--- src/rtl/skipseq_pkg.sv ---
// Package: shared instruction-class encoding for the skip sequencer.
// Assumes the decoder delivers a 3-bit class code; code 7 means "ordinary".
package skipseq_pkg;

    typedef enum logic [2:0] {
        CLS_OTHER  = 3'd0,
        CLS_DECSKP = 3'd1,
        CLS_INCSKP = 3'd2,
        CLS_TSTCLR = 3'd3,
        CLS_TSTSET = 3'd4,
        CLS_PAGE   = 3'd5,
        CLS_BANK   = 3'd6,
        CLS_RSVD   = 3'd7
    } instr_cls_e;

endpackage

--- src/rtl/skipseq_cond.sv ---
// Module: skipseq_cond
// Combinational classifier. It computes the write-back value for the
// counting skips and whether the current slot's skip condition holds.
// Assumes nothing about validity or squashing: the callers gate its outputs.
module skipseq_cond
    import skipseq_pkg::*;
#(
    parameter int DATA_W = 8,
    localparam int IDX_W = $clog2(DATA_W)
) (
    input  instr_cls_e          cls_i,
    input  logic [DATA_W-1:0]   operand_i,
    input  logic [IDX_W-1:0]    bit_idx_i,
    output logic [DATA_W-1:0]   wb_data_o,
    output logic                wb_write_o,
    output logic                is_skip_o,
    output logic                cond_o,
    output logic                is_sel_o
);

    logic [DATA_W-1:0] dec_val;
    logic [DATA_W-1:0] inc_val;
    logic              tested_bit;

    // Purpose: arithmetic results of the two counting skips.
    always_comb begin
        dec_val = operand_i - DATA_W'(1);
        inc_val = operand_i + DATA_W'(1);
    end

    // Purpose: select the tested bit of the operand.
    always_comb begin
        tested_bit = operand_i[bit_idx_i];
    end

    // Purpose: decode class into write-back, skip condition and select flag.
    always_comb begin
        wb_data_o  = '0;
        wb_write_o = 1'b0;
        is_skip_o  = 1'b0;
        cond_o     = 1'b0;
        is_sel_o   = 1'b0;
        unique case (cls_i)
            CLS_DECSKP: begin
                wb_data_o  = dec_val;
                wb_write_o = 1'b1;
                is_skip_o  = 1'b1;
                cond_o     = (dec_val == '0);
            end
            CLS_INCSKP: begin
                wb_data_o  = inc_val;
                wb_write_o = 1'b1;
                is_skip_o  = 1'b1;
                cond_o     = (inc_val == '0);
            end
            CLS_TSTCLR: begin
                is_skip_o = 1'b1;
                cond_o    = ~tested_bit;
            end
            CLS_TSTSET: begin
                is_skip_o = 1'b1;
                cond_o    = tested_bit;
            end
            CLS_PAGE, CLS_BANK: begin
                is_sel_o = 1'b1;
            end
            default: begin
                is_sel_o = 1'b0;
            end
        endcase
    end

endmodule

--- src/rtl/skipseq_window.sv ---
// Module: skipseq_window
// Holds the squash window. A taken skip opens it. Page/bank slots keep
// it open, and the first other valid slot is discarded and closes it.
// Assumes one slot per cycle when valid_i is high.
module skipseq_window (
    input  logic clk,
    input  logic rst_n,
    input  logic valid_i,
    input  logic is_skip_i,
    input  logic cond_i,
    input  logic is_sel_i,
    output logic squash_o,
    output logic eval_o,
    output logic taken_o
);

    logic open_q;
    logic open_d;

    // Purpose: per-slot squash, evaluation and taken flags.
    always_comb begin
        squash_o = valid_i & open_q;
        eval_o   = valid_i & ~open_q & is_skip_i;
        taken_o  = eval_o & cond_i;
    end

    // Purpose: next state of the window.
    always_comb begin
        open_d = open_q;
        if (valid_i) begin
            open_d = open_q ? is_sel_i : taken_o;
        end
    end

    // Purpose: window register with synchronous active-low reset.
    always_ff @(posedge clk) begin
        if (!rst_n) open_q <= 1'b0;
        else        open_q <= open_d;
    end

    // a taken skip must squash the next valid slot.
    p_open_after_taken_r5: assert property (@(posedge clk) disable iff (!rst_n)
        (valid_i && is_skip_i && cond_i && !squash_o) |=> open_q);

    // an ordinary slot inside the window closes it.
    p_close_on_plain_r6: assert property (@(posedge clk) disable iff (!rst_n)
        (squash_o && !is_sel_i) |=> !open_q);

    // a squashed skip is never evaluated.
    p_no_cascade_r9: assert property (@(posedge clk) disable iff (!rst_n)
        (squash_o && is_skip_i) |-> !taken_o);

    // idle cycles leave the window alone.
    p_idle_hold_r10: assert property (@(posedge clk) disable iff (!rst_n)
        (!valid_i) |=> $stable(open_q));

endmodule

--- src/rtl/skipseq_cycles.sv ---
// Module: skipseq_cycles
// Counts the cycles used by valid slots, and the cost of the latest skip
// operation (the skip itself plus every slot it squashed).
// Assumes CNT_W is wide enough that wrap-around is acceptable.
module skipseq_cycles #(
    parameter int CNT_W = 16
) (
    input  logic             clk,
    input  logic             rst_n,
    input  logic             valid_i,
    input  logic             eval_i,
    input  logic             squash_i,
    output logic [CNT_W-1:0] cycle_count_o,
    output logic [CNT_W-1:0] op_cycles_o
);

    logic [CNT_W-1:0] total_q;
    logic [CNT_W-1:0] op_q;

    // Purpose: free-running count of consumed slot cycles.
    always_ff @(posedge clk) begin
        if (!rst_n)       total_q <= '0;
        else if (valid_i) total_q <= total_q + CNT_W'(1);
    end

    // Purpose: cost of the current or most recent skip operation.
    always_ff @(posedge clk) begin
        if (!rst_n)        op_q <= '0;
        else if (eval_i)   op_q <= CNT_W'(1);
        else if (squash_i) op_q <= op_q + CNT_W'(1);
    end

    assign cycle_count_o = total_q;
    assign op_cycles_o   = op_q;

    // idle cycles do not consume cycles.
    p_idle_no_count_r10: assert property (@(posedge clk) disable iff (!rst_n)
        (!valid_i) |=> $stable(total_q));

    // an evaluated skip starts its cost at one cycle.
    p_op_start_r7: assert property (@(posedge clk) disable iff (!rst_n)
        eval_i |=> (op_q == CNT_W'(1)));

endmodule

--- src/rtl/skipseq_selregs.sv ---
// Module: skipseq_selregs
// Page and bank selection registers. They are written only by select
// slots that are not squashed. Assumes the select value is in the low
// operand bits.
module skipseq_selregs #(
    parameter int SEL_W = 3
) (
    input  logic             clk,
    input  logic             rst_n,
    input  logic             valid_i,
    input  logic             squash_i,
    input  logic             is_page_i,
    input  logic             is_bank_i,
    input  logic [SEL_W-1:0] value_i,
    output logic [SEL_W-1:0] page_o,
    output logic [SEL_W-1:0] bank_o
);

    logic [SEL_W-1:0] page_q;
    logic [SEL_W-1:0] bank_q;
    logic             commit;

    // Purpose: a slot commits state only if valid and not squashed.
    always_comb commit = valid_i & ~squash_i;

    // Purpose: page selection register.
    always_ff @(posedge clk) begin
        if (!rst_n)                   page_q <= '0;
        else if (commit && is_page_i) page_q <= value_i;
    end

    // Purpose: bank selection register.
    always_ff @(posedge clk) begin
        if (!rst_n)                   bank_q <= '0;
        else if (commit && is_bank_i) bank_q <= value_i;
    end

    assign page_o = page_q;
    assign bank_o = bank_q;

    // squashed slots leave both selections untouched.
    p_squash_keeps_sel_r8: assert property (@(posedge clk) disable iff (!rst_n)
        squash_i |=> ($stable(page_q) && $stable(bank_q)));

endmodule

--- src/rtl/skipseq_top.sv ---
// Module: skipseq_top
// Skip-condition sequencer for one execute slot per cycle. It evaluates
// skips and opens a squash window that absorbs a run of page/bank selects
// plus one ordinary slot. It also reports write-back and cycle costs.
// Assumes the class code is already decoded and that fetch follows squash_o.
module skipseq_top
    import skipseq_pkg::*;
#(
    parameter int DATA_W = 8,
    parameter int SEL_W  = 3,
    parameter int CNT_W  = 16,
    localparam int IDX_W = $clog2(DATA_W)
) (
    input  logic              clk,
    input  logic              rst_n,
    input  logic              slot_valid_i,
    input  logic [2:0]        instr_class_i,
    input  logic [DATA_W-1:0] operand_i,
    input  logic [IDX_W-1:0]  bit_idx_i,
    output logic [DATA_W-1:0] wb_data_o,
    output logic              wb_en_o,
    output logic              skip_taken_o,
    output logic              squash_o,
    output logic [CNT_W-1:0]  cycle_count_o,
    output logic [CNT_W-1:0]  op_cycles_o,
    output logic [SEL_W-1:0]  page_sel_o,
    output logic [SEL_W-1:0]  bank_sel_o
);

    instr_cls_e cls;
    logic       wb_write;
    logic       is_skip;
    logic       cond;
    logic       is_sel;
    logic       squash;
    logic       eval;
    logic       taken;
    logic       is_page;
    logic       is_bank;

    // Purpose: interpret the raw class code.
    always_comb begin
        cls     = instr_cls_e'(instr_class_i);
        is_page = (cls == CLS_PAGE);
        is_bank = (cls == CLS_BANK);
    end

    skipseq_cond #(.DATA_W(DATA_W)) u_cond (
        .cls_i      (cls),
        .operand_i  (operand_i),
        .bit_idx_i  (bit_idx_i),
        .wb_data_o  (wb_data_o),
        .wb_write_o (wb_write),
        .is_skip_o  (is_skip),
        .cond_o     (cond),
        .is_sel_o   (is_sel)
    );

    skipseq_window u_window (
        .clk       (clk),
        .rst_n     (rst_n),
        .valid_i   (slot_valid_i),
        .is_skip_i (is_skip),
        .cond_i    (cond),
        .is_sel_i  (is_sel),
        .squash_o  (squash),
        .eval_o    (eval),
        .taken_o   (taken)
    );

    skipseq_cycles #(.CNT_W(CNT_W)) u_cycles (
        .clk           (clk),
        .rst_n         (rst_n),
        .valid_i       (slot_valid_i),
        .eval_i        (eval),
        .squash_i      (squash),
        .cycle_count_o (cycle_count_o),
        .op_cycles_o   (op_cycles_o)
    );

    skipseq_selregs #(.SEL_W(SEL_W)) u_sel (
        .clk       (clk),
        .rst_n     (rst_n),
        .valid_i   (slot_valid_i),
        .squash_i  (squash),
        .is_page_i (is_page),
        .is_bank_i (is_bank),
        .value_i   (operand_i[SEL_W-1:0]),
        .page_o    (page_sel_o),
        .bank_o    (bank_sel_o)
    );

    // Purpose: gate write-back and export flags.
    always_comb begin
        wb_en_o      = wb_write & slot_valid_i & ~squash;
        skip_taken_o = taken;
        squash_o     = squash;
    end

    // a squashed slot never writes back.
    p_squash_no_wb_r8: assert property (@(posedge clk) disable iff (!rst_n)
        squash_o |-> (!wb_en_o && !skip_taken_o));

    // the first cycle after reset has no open window.
    p_reset_clear_r12: assert property (@(posedge clk)
        (!rst_n) |=> !squash_o);

endmodule

--- config.mk ---
export PLATFORM = sky130hd
export DESIGN_NAME = skipseq_top
export DESIGN_NICKNAME = d
export VERILOG_FILES = /design/src/rtl/skipseq_pkg.sv /design/src/rtl/skipseq_cond.sv /design/src/rtl/skipseq_window.sv /design/src/rtl/skipseq_cycles.sv /design/src/rtl/skipseq_selregs.sv /design/src/rtl/skipseq_top.sv
export SDC_FILE = /design/constraint.sdc
export NUM_CORES = 1
export LEC_CHECK = 0
export ABC_AREA = 1
export BUFFER_PORTS_ARGS = -buffer_cell sky130_fd_sc_hd__buf_2
export CAP_MARGIN = 30
export CORE_AREA = 5 5 74 76
export DETAILED_ROUTE_END_ITERATION = 8
export DIE_AREA = 0 0 79 81
export PLACE_DENSITY_LB_ADDON = 0.3
export SYNTH_ARGS = -nofsm -noshare
export SYNTH_HDL_FRONTEND = slang
export SYNTH_SLANG_ARGS = --single-unit
--- constraint.sdc ---
create_clock -name clk -period 3.3 [get_ports clk]
set_input_delay 0.66 -clock clk [delete_from_list [all_inputs] [get_ports clk]]
set_output_delay 0.66 -clock clk [all_outputs]
set_load 0.005 [all_outputs]
**Yosys cells after proc, flatten, opt, wreduce, memory -nomap -nowiden**

Index checks and enable logic that the tools add are counted.

- Input port bits: 17
- Register bits after elaboration: 39
- Output and inout bits: 49

- Equality and inequality tests: 6
- Order comparisons: 1
- Add/subtract/negate cells: 4
- Reduce and logical (&&, ||, !) cells: 9
- Multiplexer cells: 10
- Bitwise operators: 11

Operators by type and width:

| cell | number |
|---|---|
| $add A16 B1 Y16 const B | 2 |
| $logic_not A8 Y1 | 2 |
| $pmux W8 S2 | 1 |
| $eq A3 B3 Y1 const B | 3 |
| $add A8 B1 Y8 const B | 1 |
| $sub A8 B1 Y8 const B | 1 |
| $and A1 B1 Y1 | 7 |
| $mux W1 | 7 |
| $eq A3 B2 Y1 const B | 2 |
| $reduce_or A2 Y1 | 3 |
| $lt A3 B4 Y1 const B | 1 |
| $not A1 Y1 | 4 |
| $pmux W1 S4 | 1 |
| $reduce_or A4 Y1 | 1 |
| $bmux W1 S3 | 1 |
| $eq A3 B1 Y1 const B | 1 |
| $logic_and A1 B1 Y1 | 2 |
| $reduce_bool A2 Y1 | 1 |

**Depth between registers and ports, before layout**

Gate-level depths: netlist (run 1).

- Word-level depth: 6
- Gate-level depth with buffers: 12
- Mapped depth without buffers: 12

**By module**

From an unflattened synthesis (run 1), not the netlist that was laid out.

- Cells, all modules: 422
- Area, all modules: 2642.5 µm²

By module, submodules not included:

| module | area an instance (µm²) | sequential area each (µm²) | times used | cells an instance |
|---|---|---|---|---|
| skipseq_cycles | 1614.0 | 640.6 | 1 | 232 |
| skipseq_cond | 669.4 | 0.0 | 1 | 132 |
| skipseq_selregs | 256.5 | 120.1 | 1 | 39 |
| skipseq_window | 80.1 | 20.0 | 1 | 13 |
| skipseq_top | 22.5 | 0.0 | 1 | 6 |

**Least setup slack after synthesis (run 1)**

No wires, ideal clock.

- Path type: in2out
- Start point: in operand_i[0]
- End point: out skip_taken_o
- Stages: 12
- Data required time: 2.640 ns
- Buffers on the path: 0
- Setup slack: 1.056 ns
- Arrival: 1.584 ns
- Path through: inv_2 ha_1 nand2_1 inv_1 nand3_1 nand2_1 nand2_1 nor2_1 nand3_1 nand3_1 nand2_1 inv_1

- Cells in the longest elaborated chain, start to end: 5

RTL lines:

| element | RTL line | text |
|---|---|---|
| from (decl) | skipseq_top.sv:18 | `input logic [DATA_W-1:0] operand_i,` |
| branches (longest 3 deep; another with $add A8 B1 Y8) | - |  |
| $pmux W1 S4 (*) | skipseq_cond.sv:43 | `unique case (cls_i)` |
| $and A1 B1 Y1 (*) | skipseq_window.sv:24 | `taken_o = eval_o & cond_i;` |
| to (decl) | skipseq_top.sv:22 | `output logic skip_taken_o,` |

Every way passes the cells marked *. The select of a mux whose other input is x is not followed.

**Worst setup path after layout (run 1)**

Ends and elaborated chain as after synthesis.

==> impl_metrics.tcl, run 1 <==
set metrics [dict create \
    cap_violations 0 \
    synth_top_area_cell "dfxtp_1" \
    io_pins 66 \
    yosysWarnings 0 \
    worst_setup_path_start_kind "input pin" \
    synth.most_common_cell "nand2_1" \
    layout_min_cycle_time_ns 2.68 \
    status "completed" \
    seq_area_um2 781 \
    grt_max_degree 20 \
    synth_common_cells "nand2_1, nor2_1, inv_1" \
    power_mw 0.960 \
    cp_slowest_cell "ha_1" \
    maxSlewViolCount 0 \
    cts.repair.resized 0 \
    leakage_nw 1.53 \
    crit_top_cell "nand2_1" \
    setup_violations 0 \
    grt_pass1_vias 2338 \
    drcViolationCount 0 \
    clock_latency_ns 0.29 \
    rsz0062_at_grt "no" \
    synth_edf_count 0 \
    yosysSeqAreaShare_pct 31.6 \
    placed_cell_area_um2 2820 \
    clockBufferDepth 2 \
    crit_buf_inv 5 \
    drt-total-wl_mm 5.97 \
    tritoncts "done" \
    ctsHtreeMaxLevel 2 \
    cp_max_fo 9 \
    die_y_um 81 \
    antenna_found_initial 0 \
    critPathMaxStageDelay_ns 0.21 \
    max_clock_freq_mhz 374 \
    place_inst 476 \
    instances_no_fill 484 \
    async_flop_share_pct 0 \
    gp_congestion 0.952 \
    cp.arrival_ns 2.02 \
    fill_cells 439 \
    cts_setup_buffers 0 \
    synth_area_leaders "dfxtp_1, nand2_1, nor2_1" \
    setup-tns-final_ns 0 \
    grt_first_pass_wirelength_mm 10.2 \
    finalWorstSetupSlack_ns 0.625 \
    crit_chain "buf_2, inv_2, ha_1, nand2_1, inv_1, nand3_1, nand2_1, nand2_1, nor2_1, nand3_1, nand3_1, nand2_1, inv_1, buf_2" \
    nets 452 \
    overflow 0 \
    hpwlAfterDp_mm 4.81 \
    wl_per_cell_um 12.3 \
    synthesis.area_um2 2470 \
    grt_usage_pct 19.6 \
    finalInstanceArea_um2 2920 \
    route.antenna.remaining_nets 0 \
    initial_core_util_pct 53.0 \
    end_kind "primary output" \
    synth_nets 387 \
    core_um2 4660 \
    clock_sinks 39 \
    relSlewSlack_pct 79.0 \
    synth.top_cell.area_share_pct 31.6 \
    ctsHoldBuffers 0 \
    crit_type "input pin to primary output" \
    cts_buffers 5 \
    cts.clk_slew.worst_paths_ns 0.07 \
    fin_skew_ns 0.00622 \
    ys_seq_elements 39 \
    hold_class "register to register" \
    antenna_cells 0 \
    worstMarginPinSlew_ns 0.314 \
    via_per_inst 5.20 \
    power_density_nw_per_um2 329 \
    place_ws_ns 0.660 \
    netlist_instances 364 \
    finalHoldViolations 0 \
    dr.pass1.iters 4 \
    first_iter_violations 106 \
    synth_cell_types 38 \
    port_buffers 65 \
    synth.avg_cell_area_um2 6.79 \
    die-width_um 79 \
    multi_input_area_um2 1440 \
    cp_top_family "simple AND/OR/NAND/NOR gates" \
    vias 2518 \
    syn2layout_area_growth_pct 17.9 \
    row_count 25 \
    root_buffer "clkbuf_8" \
    ir_drop_uv 213 \
    synthFlopType "dfxtp_1" \
    required_ns 2.64 \
    min_period_over_period_pct 81.1 \
    dieArea_um2 6400 \
    drive_gt1_share_pct 24.7 \
]
==> per-stage QoR <==
stage               hold slack, ns  util [%]
finish                       0.485      62.6
global route                 0.515      62.6
CTS                          0.491      62.6
detailed placement           0.479      60.4
global placement             0.470      60.4
floorplan                    0.468         -
==> worst min-delay path, cell delays in order (launching register included) <==
cell and delay, ns:
dfxtp_1 0.32, nand2_1 0.06, a21oi_1 0.05
==> placed cells by master, fill, tap and decap left out, types with 3 or more instances in the layout <==
cell      netlist  final
o21ai_0        19     19
nor2_4          4      4
nor2_2          3      3
nor3_1          6      6
nand3_1        31     31
inv_1          45     45
nand2_4         3      3
a21oi_1        26     26
nor2_1         46     46
dfxtp_1        39     39
xor2_1          3      3
buf_2           1     65
nand2_1        80     80
nand3_2         4      4
o21a_1          3      3
clkbuf_8        0      7
nand4_1         6      6
ha_1            6      6
xnor2_1         5      5
inv_2           9      9
==> sequential cells by signal, indices dropped and copies added (netlist names) <==
name                    cells
u_cycles.cycle_count_o     16
u_window.open_q             1
u_sel.page_o                3
u_cycles.op_cycles_o       16
u_sel.bank_o                3
==> routing by layer <==
metal / track usage (%) / wire length [µm] / up-vias
met5: 0 / 0 / -
met4: 6.36 / 91 / 0
met3: 3.66 / 350 / 7
met2: 34.7 / 2850 / 71
met1: 24.0 / 2670 / 1134
li1: - / - / 1306
==> where the power goes <==
| part | internal [mW] | switching (mW) |
|---|---|---|
| registers | 0.478 | 0.00719 |
| clock network | 0.191 | 0.154 |
| logic | 0.0462 | 0.0845 |
| total | 0.714 | 0.246 |
==> layout make-up <==
cell class | instances | share of cell area [%]
multi-input cells | 264 | 49.4
clock buffers | 8 | 3.43
repair buffers | 65 | 11.2
inverters | 54 | 6.95
flip-flops and latches | 39 | 26.8
well taps | 54 | 2.32
==> final timing paths <==
check	startpoint	to	slack, ns	cells after the start
worst max-delay path	operand_i[0]	skip_taken_o	0.62	14
worst min-delay path	u_cycles.op_cycles_o[14]	u_cycles.op_cycles_o[14]	0.48	2
worst max register to register	u_cycles.op_cycles_o[0]	u_cycles.op_cycles_o[14]	1.69	9
worst min register to register	u_cycles.op_cycles_o[14]	u_cycles.op_cycles_o[14]	0.48	2
==> cells by family (layout without fill, tap and decap cells) <==
logic type | count (synthesis) | after routing | share of synthesized area, %
AOI/OAI and AO/OA | 56 | 56 | 13.0
buffers and inverters | 61 | 127 | 10.2
and+or+nand+nor | 194 | 194 | 39.4
DFF | 39 | 39 | 31.6
adders and majority gates | 6 | 6 | 3.04
xor gates and xnor gates | 8 | 8 | 2.83
Power figures use the tool's default switching activity.
==> inputs of run 2 (changes only) <==
--- a/config.mk
+++ b/config.mk
@@ -8,9 +8,9 @@
 export ABC_AREA = 1
 export BUFFER_PORTS_ARGS = -buffer_cell sky130_fd_sc_hd__buf_2
 export CAP_MARGIN = 30
-export CORE_AREA = 5 5 74 76
+export CORE_AREA = 5 5 75 77
 export DETAILED_ROUTE_END_ITERATION = 8
-export DIE_AREA = 0 0 79 81
+export DIE_AREA = 0 0 80 82
 export PLACE_DENSITY_LB_ADDON = 0.3
 export SYNTH_ARGS = -nofsm -noshare
 export SYNTH_HDL_FRONTEND = slang
==> constraint.sdc (replaced) <==
create_clock -name clk -period 2.53 [get_ports clk]
set_input_delay 0.506 -clock clk [delete_from_list [all_inputs] [get_ports clk]]
set_output_delay 0.506 -clock clk [all_outputs]
set_load 0.005 [all_outputs]
==> run 2 against run 1 <==
  * Sequential power is 30% higher
  * Clock-buffer cell count is 2 lower
  * Total power is 23% higher
  * Clock skew is 0.00055 ns lower
  * Combinational power is 31% higher
  * Non-clock buffer count is 2 higher
  * First-iteration DRC count is 29% lower
  * Critical path depth stayed put
  * Register-to-register slack worse by 0.79 ns
  * Largest cell class unchanged
  * Largest power group unchanged
==> impl_metrics.tcl, run 2 (synthesized netlist as in run 1, its figures left out) <==
set metrics [dict create \
    finalHoldViolations 0 \
    clock_sinks 39 \
    end_kind "primary output" \
    setup-tns-final_ns 0 \
    cp.arrival_ns 1.85 \
    port_buffers 65 \
    drt-total-wl_mm 5.94 \
    wl_per_cell_um 11.9 \
    min_period_over_period_pct 93.2 \
    drcViolationCount 0 \
    worstMarginPinSlew_ns 0.325 \
    tritoncts "done" \
    status "completed" \
    die-width_um 80 \
    vias 2501 \
    ctsHoldBuffers 0 \
    grt_pass1_vias 2311 \
    row_count 26 \
    route.antenna.remaining_nets 0 \
    final_common_cell "nand2_1" \
    first_iter_violations 75 \
    use_met2_pct 32.9 \
    place_inst 494 \
    overflow 0 \
    drive_gt1_share_pct 24.9 \
    instances_no_fill 500 \
    setup_violations 0 \
    syn2layout_area_growth_pct 18.3 \
    initial_core_util_pct 50.0 \
    place_ws_ns 0.109 \
    final_cell_mix "nand2_1, buf_2, nor2_1" \
    crit_type "input pin to primary output" \
    rsz0062_at_grt "no" \
    placed_cell_area_um2 2850 \
    cp_max_fo 9 \
    max_clock_freq_mhz 424 \
    dieArea_um2 6560 \
    cts.clk_slew.worst_paths_ns 0.07 \
    leakage_nw 1.52 \
    finalWorstSetupSlack_ns 0.172 \
    relSlewSlack_pct 78.3 \
    use_met3_pct 3.18 \
    maxSlewViolCount 0 \
    clock_latency_ns 0.28 \
    grt_max_degree 20 \
    required_ns 2.02 \
    cts_setup_buffers 0 \
    worst_setup_path_start_kind "input pin" \
    via_per_inst 5.00 \
    fin_skew_ns 0.00567 \
    antenna_cells 0 \
    hold_ws_ns 0.488 \
    die_y_um 82 \
    io_pins 66 \
    nets 454 \
    hpwlAfterDp_mm 4.77 \
    ir_drop_uv 200 \
    ctsHtreeMaxLevel 2 \
    cap_violations 0 \
    grtUsageMet1_pct 23.4 \
    dr.pass1.iters 4 \
    root_buffer "clkbuf_8" \
    clockBufferDepth 2 \
    grt_usage_pct 19.0 \
    grt.busiest_layer "met2" \
    gp_congestion 0.903 \
    cts.repair.resized 0 \
    grt_first_pass_wirelength_mm 10.0 \
    finalInstanceArea_um2 2930 \
    layout_min_cycle_time_ns 2.36 \
    antenna_found_initial 0 \
    cts_buffers 5 \
    hold_class "register to register" \
    power_density_nw_per_um2 405 \
    core_um2 4940 \
]
## run 2: cell count changes in the layout (fill, tap and decap cells not counted), sizes merged
cell / before / now
clkbuf: 8 / 6
buf: 65 / 67
## run 2: cell type report
cell class,instances,area (µm²)
Multi-Input combinational cell,264,1440
Timing Repair Buffer,67,340
Tap cell,70,87.6
Fill cell,490,2020
Inverter,54,205
Sequential cell,39,781
Clock buffer,6,72.6
## run 2: report_power, final
part	total (mW)	switching [mW]	internal [mW]
sequential	0.632	0.00921	0.623
combinational	0.172	0.110	0.0619
clock	0.381	0.197	0.184
total	1.19	0.317	0.869
## run 2: worst paths after layout
kind / to / startpoint / slack [ns] / cells after the start
setup / recovery: skip_taken_o / operand_i[0] / 0.17 / 14
hold / removal: u_cycles.cycle_count_o[9] / u_cycles.cycle_count_o[9] / 0.49 / 2
setup reg to reg: u_cycles.op_cycles_o[12] / u_cycles.op_cycles_o[0] / 0.90 / 10
hold reg to reg: u_cycles.cycle_count_o[9] / u_cycles.cycle_count_o[9] / 0.49 / 2
## run 2: critical path: stages
cell and delay, ns:
buf_2 0.15, inv_4 0.11, ha_1 0.20, nand2_1 0.08, inv_1 0.10, nand3_1 0.07, nand2_1 0.06, nand2_1 0.06
nor2_1 0.09, nand3_1 0.09, nand3_1 0.09, nand2_1 0.08, inv_1 0.06, buf_2 0.10
## run 2: per-layer routing
layer	part of all wire, %	vias up
met4	2.1	0
met1	46	1124
met3	4.4	11
met5	0	-
met2	48	61
li1	-	1305
## run 2: through the flow
stage                     power (mW)  utilization [%]
after floorplan                0.759                -
after global placement         0.816             57.6
after detailed placement       0.817             57.6
after CTS                       1.20             59.1
after global routing            1.25             59.2
final                           1.19             59.2
==> inputs of run 3 (changes only) <==
--- a/config.mk
+++ b/config.mk
@@ -8,9 +8,9 @@
 export ABC_AREA = 1
 export BUFFER_PORTS_ARGS = -buffer_cell sky130_fd_sc_hd__buf_2
 export CAP_MARGIN = 30
-export CORE_AREA = 5 5 75 77
+export CORE_AREA = 5 5 91 93
 export DETAILED_ROUTE_END_ITERATION = 8
-export DIE_AREA = 0 0 80 82
+export DIE_AREA = 0 0 96 98
 export PLACE_DENSITY_LB_ADDON = 0.3
 export SYNTH_ARGS = -nofsm -noshare
 export SYNTH_HDL_FRONTEND = slang
==> run 3 against run 2 <==
  * Cell count increased by 7.4%
  * Worst hold slack improved by 0.0062 ns
  * First-iteration DRC count increased by 63%
  * Sequential power about the same
  * Clock power increased by 20%
  * Worst setup slack improved by 0.026 ns
  * Global-route usage decreased by 5.2 points
  * Highest routed layer unchanged
  * Largest cell class unchanged
==> impl_metrics.tcl, run 3 (synthesized netlist as in run 1, its figures left out) <==
set metrics [dict create \
    hpwlAfterDp_mm 4.99 \
    ctsHoldBuffers 0 \
    route.met2.wl_mm 2.77 \
    end_kind "primary output" \
    drive_gt1_share_pct 25.7 \
    grt_pass1_vias 2332 \
    dr.pass1.iters 4 \
    rr_startpoint "u_cycles.op_cycles_o[0]" \
    die_y_um 98 \
    antenna_found_initial 0 \
    required_ns 2.02 \
    status "completed" \
    relSlewSlack_pct 81.0 \
    grt_first_pass_wirelength_mm 10.6 \
    min_period_over_period_pct 92.2 \
    clock_sinks 39 \
    final_cell_mix "nand2_1, buf_2, nor2_1" \
    dr_wl_met3_um 423 \
    clock_latency_ns 0.28 \
    io_pins 66 \
    cp_max_fo 6 \
    ir_drop_uv 191 \
    final_util_pct 40.5 \
    row_count 32 \
    final_common_cell "nand2_1" \
    cts.clk_slew.worst_paths_ns 0.07 \
    grt_usage_pct 13.8 \
    vias 2483 \
    core_um2 7450 \
    die-width_um 96 \
    cp.arrival_ns 1.83 \
    cts_buffers 5 \
    fin_skew_ns 0.00654 \
    intPower_mw 0.937 \
    root_buffer "clkbuf_8" \
    tritoncts "done" \
    switchingPower_mw 0.327 \
    finalWorstSetupSlack_ns 0.198 \
    antenna_cells 0 \
    reg2reg_setup_slack_ns 0.94 \
    place_ws_ns 0.115 \
    power_density_nw_per_um2 419 \
    gp_congestion 0.961 \
    setup_violations 0 \
    setup-tns-final_ns 0 \
    sequentialPowerShare_pct 49.9 \
    via_per_inst 4.62 \
    drt-total-wl_mm 6.06 \
    syn2layout_area_growth_pct 22.1 \
    maxSlewViolCount 0 \
    initial_core_util_pct 33.2 \
    p_clk_share_pct 36.1 \
    rsz0062_at_grt "no" \
    port_buffers 65 \
    grt_max_degree 19 \
    worstMarginPinSlew_ns 0.283 \
    leakage_nw 1.55 \
    finalHoldViolations 0 \
    route.antenna.remaining_nets 0 \
    clockBufferDepth 2 \
    first_iter_violations 122 \
    cap_violations 0 \
    layout_min_cycle_time_ns 2.33 \
    hold_ws_ns 0.494 \
    r2r_cells 10 \
    dieArea_um2 9410 \
    max_clock_freq_mhz 429 \
    crit_type "input pin to primary output" \
    swShare_pct 25.9 \
    nets 457 \
    crit_end "skip_taken_o" \
    fill_cells 814 \
    pwr-share-comb_pct 14.0 \
    highest_layer "met4" \
    cp-startpoint "operand_i[0]" \
    overflow 0 \
    wl_per_cell_um 11.3 \
    drcViolationCount 0 \
    hold_class "register to register" \
    wl_met1_mm 2.71 \
    ctsHtreeMaxLevel 2 \
    critical_path.reg2reg.endpoint "u_cycles.op_cycles_o[12]" \
    worst_setup_path_start_kind "input pin" \
]
==> run 3: layout make-up <==
cell class              count  area, µm²  share of cell area (%)
inverters                  54        205                    6.80
clock buffers               8        100                    3.32
flip-flops and latches     39        781                    25.9
multi-input cells         264       1440                    47.8
repair buffers             70        363                    12.0
well taps                 102        128                    4.23
==> run 3: stage by stage <==
step                cell area [µm²]  instances  power [mW]
floorplan                      2470        364       0.759
global placement               2900        527       0.819
CTS                            3000        535        1.28
detailed placement             2900        527       0.820
global route                   3020        537        1.34
finish                         3020        537        1.26
==> run 3: power by group through the flow <==
| stage | logic [mW] | registers [mW] | clock network, mW |
|---|---|---|---|
| final | 0.177 | 0.631 | 0.456 |
| after global routing | 0.205 | 0.633 | 0.499 |
| after CTS | 0.175 | 0.632 | 0.475 |
| after detailed placement | 0.175 | 0.646 | 0 |
| after global placement | 0.173 | 0.646 | 0 |
| after floorplan | 0.113 | 0.646 | 0 |
==> run 3: timing repair <==
| action | CTS | global route |
|---|---|---|
| buffers inserted | 0 | 2 |
| resized for setup | 0 | 2 |
| setup endpoints to repair | 0 | 1 |
==> run 3: layer usage <==
metal / up-vias / track usage, %
met1: 1092 / 17.3
met5: - / 0
li1: 1312 / -
met3: 13 / 3.70
met4: 0 / 5.36
met2: 66 / 22.1
==> run 3: how the worst min path moves through the flow <==
| stage | slack, ns | cells past startpoint | endpoint | startpoint |
|---|---|---|---|---|
| final | 0.49 | 2 | u_cycles.op_cycles_o[7] | u_cycles.op_cycles_o[7] |
| after global routing | 0.52 | 2 | u_cycles.op_cycles_o[7] | u_cycles.op_cycles_o[7] |
| after CTS | 0.50 | 2 | u_cycles.op_cycles_o[7] | u_cycles.op_cycles_o[7] |
| after detailed placement | 0.49 | 2 | u_cycles.op_cycles_o[7] | u_cycles.op_cycles_o[7] |
| after global placement | 0.47 | 2 | u_cycles.cycle_count_o[9] | u_cycles.cycle_count_o[9] |
| after floorplan | 0.47 | 2 | u_cycles.cycle_count_o[9] | u_cycles.cycle_count_o[9] |
==> run 3: critical path: stages <==
cell	delay, ns
buf_2	0.15
inv_4	0.09
ha_2	0.19
nand2_1	0.07
inv_1	0.10
nand3_1	0.07
nand2_1	0.06
nand2_1	0.06
nor2_1	0.09
nand3_1	0.07
nand3_1	0.09
nand2_1	0.08
inv_1	0.08
buf_2	0.11
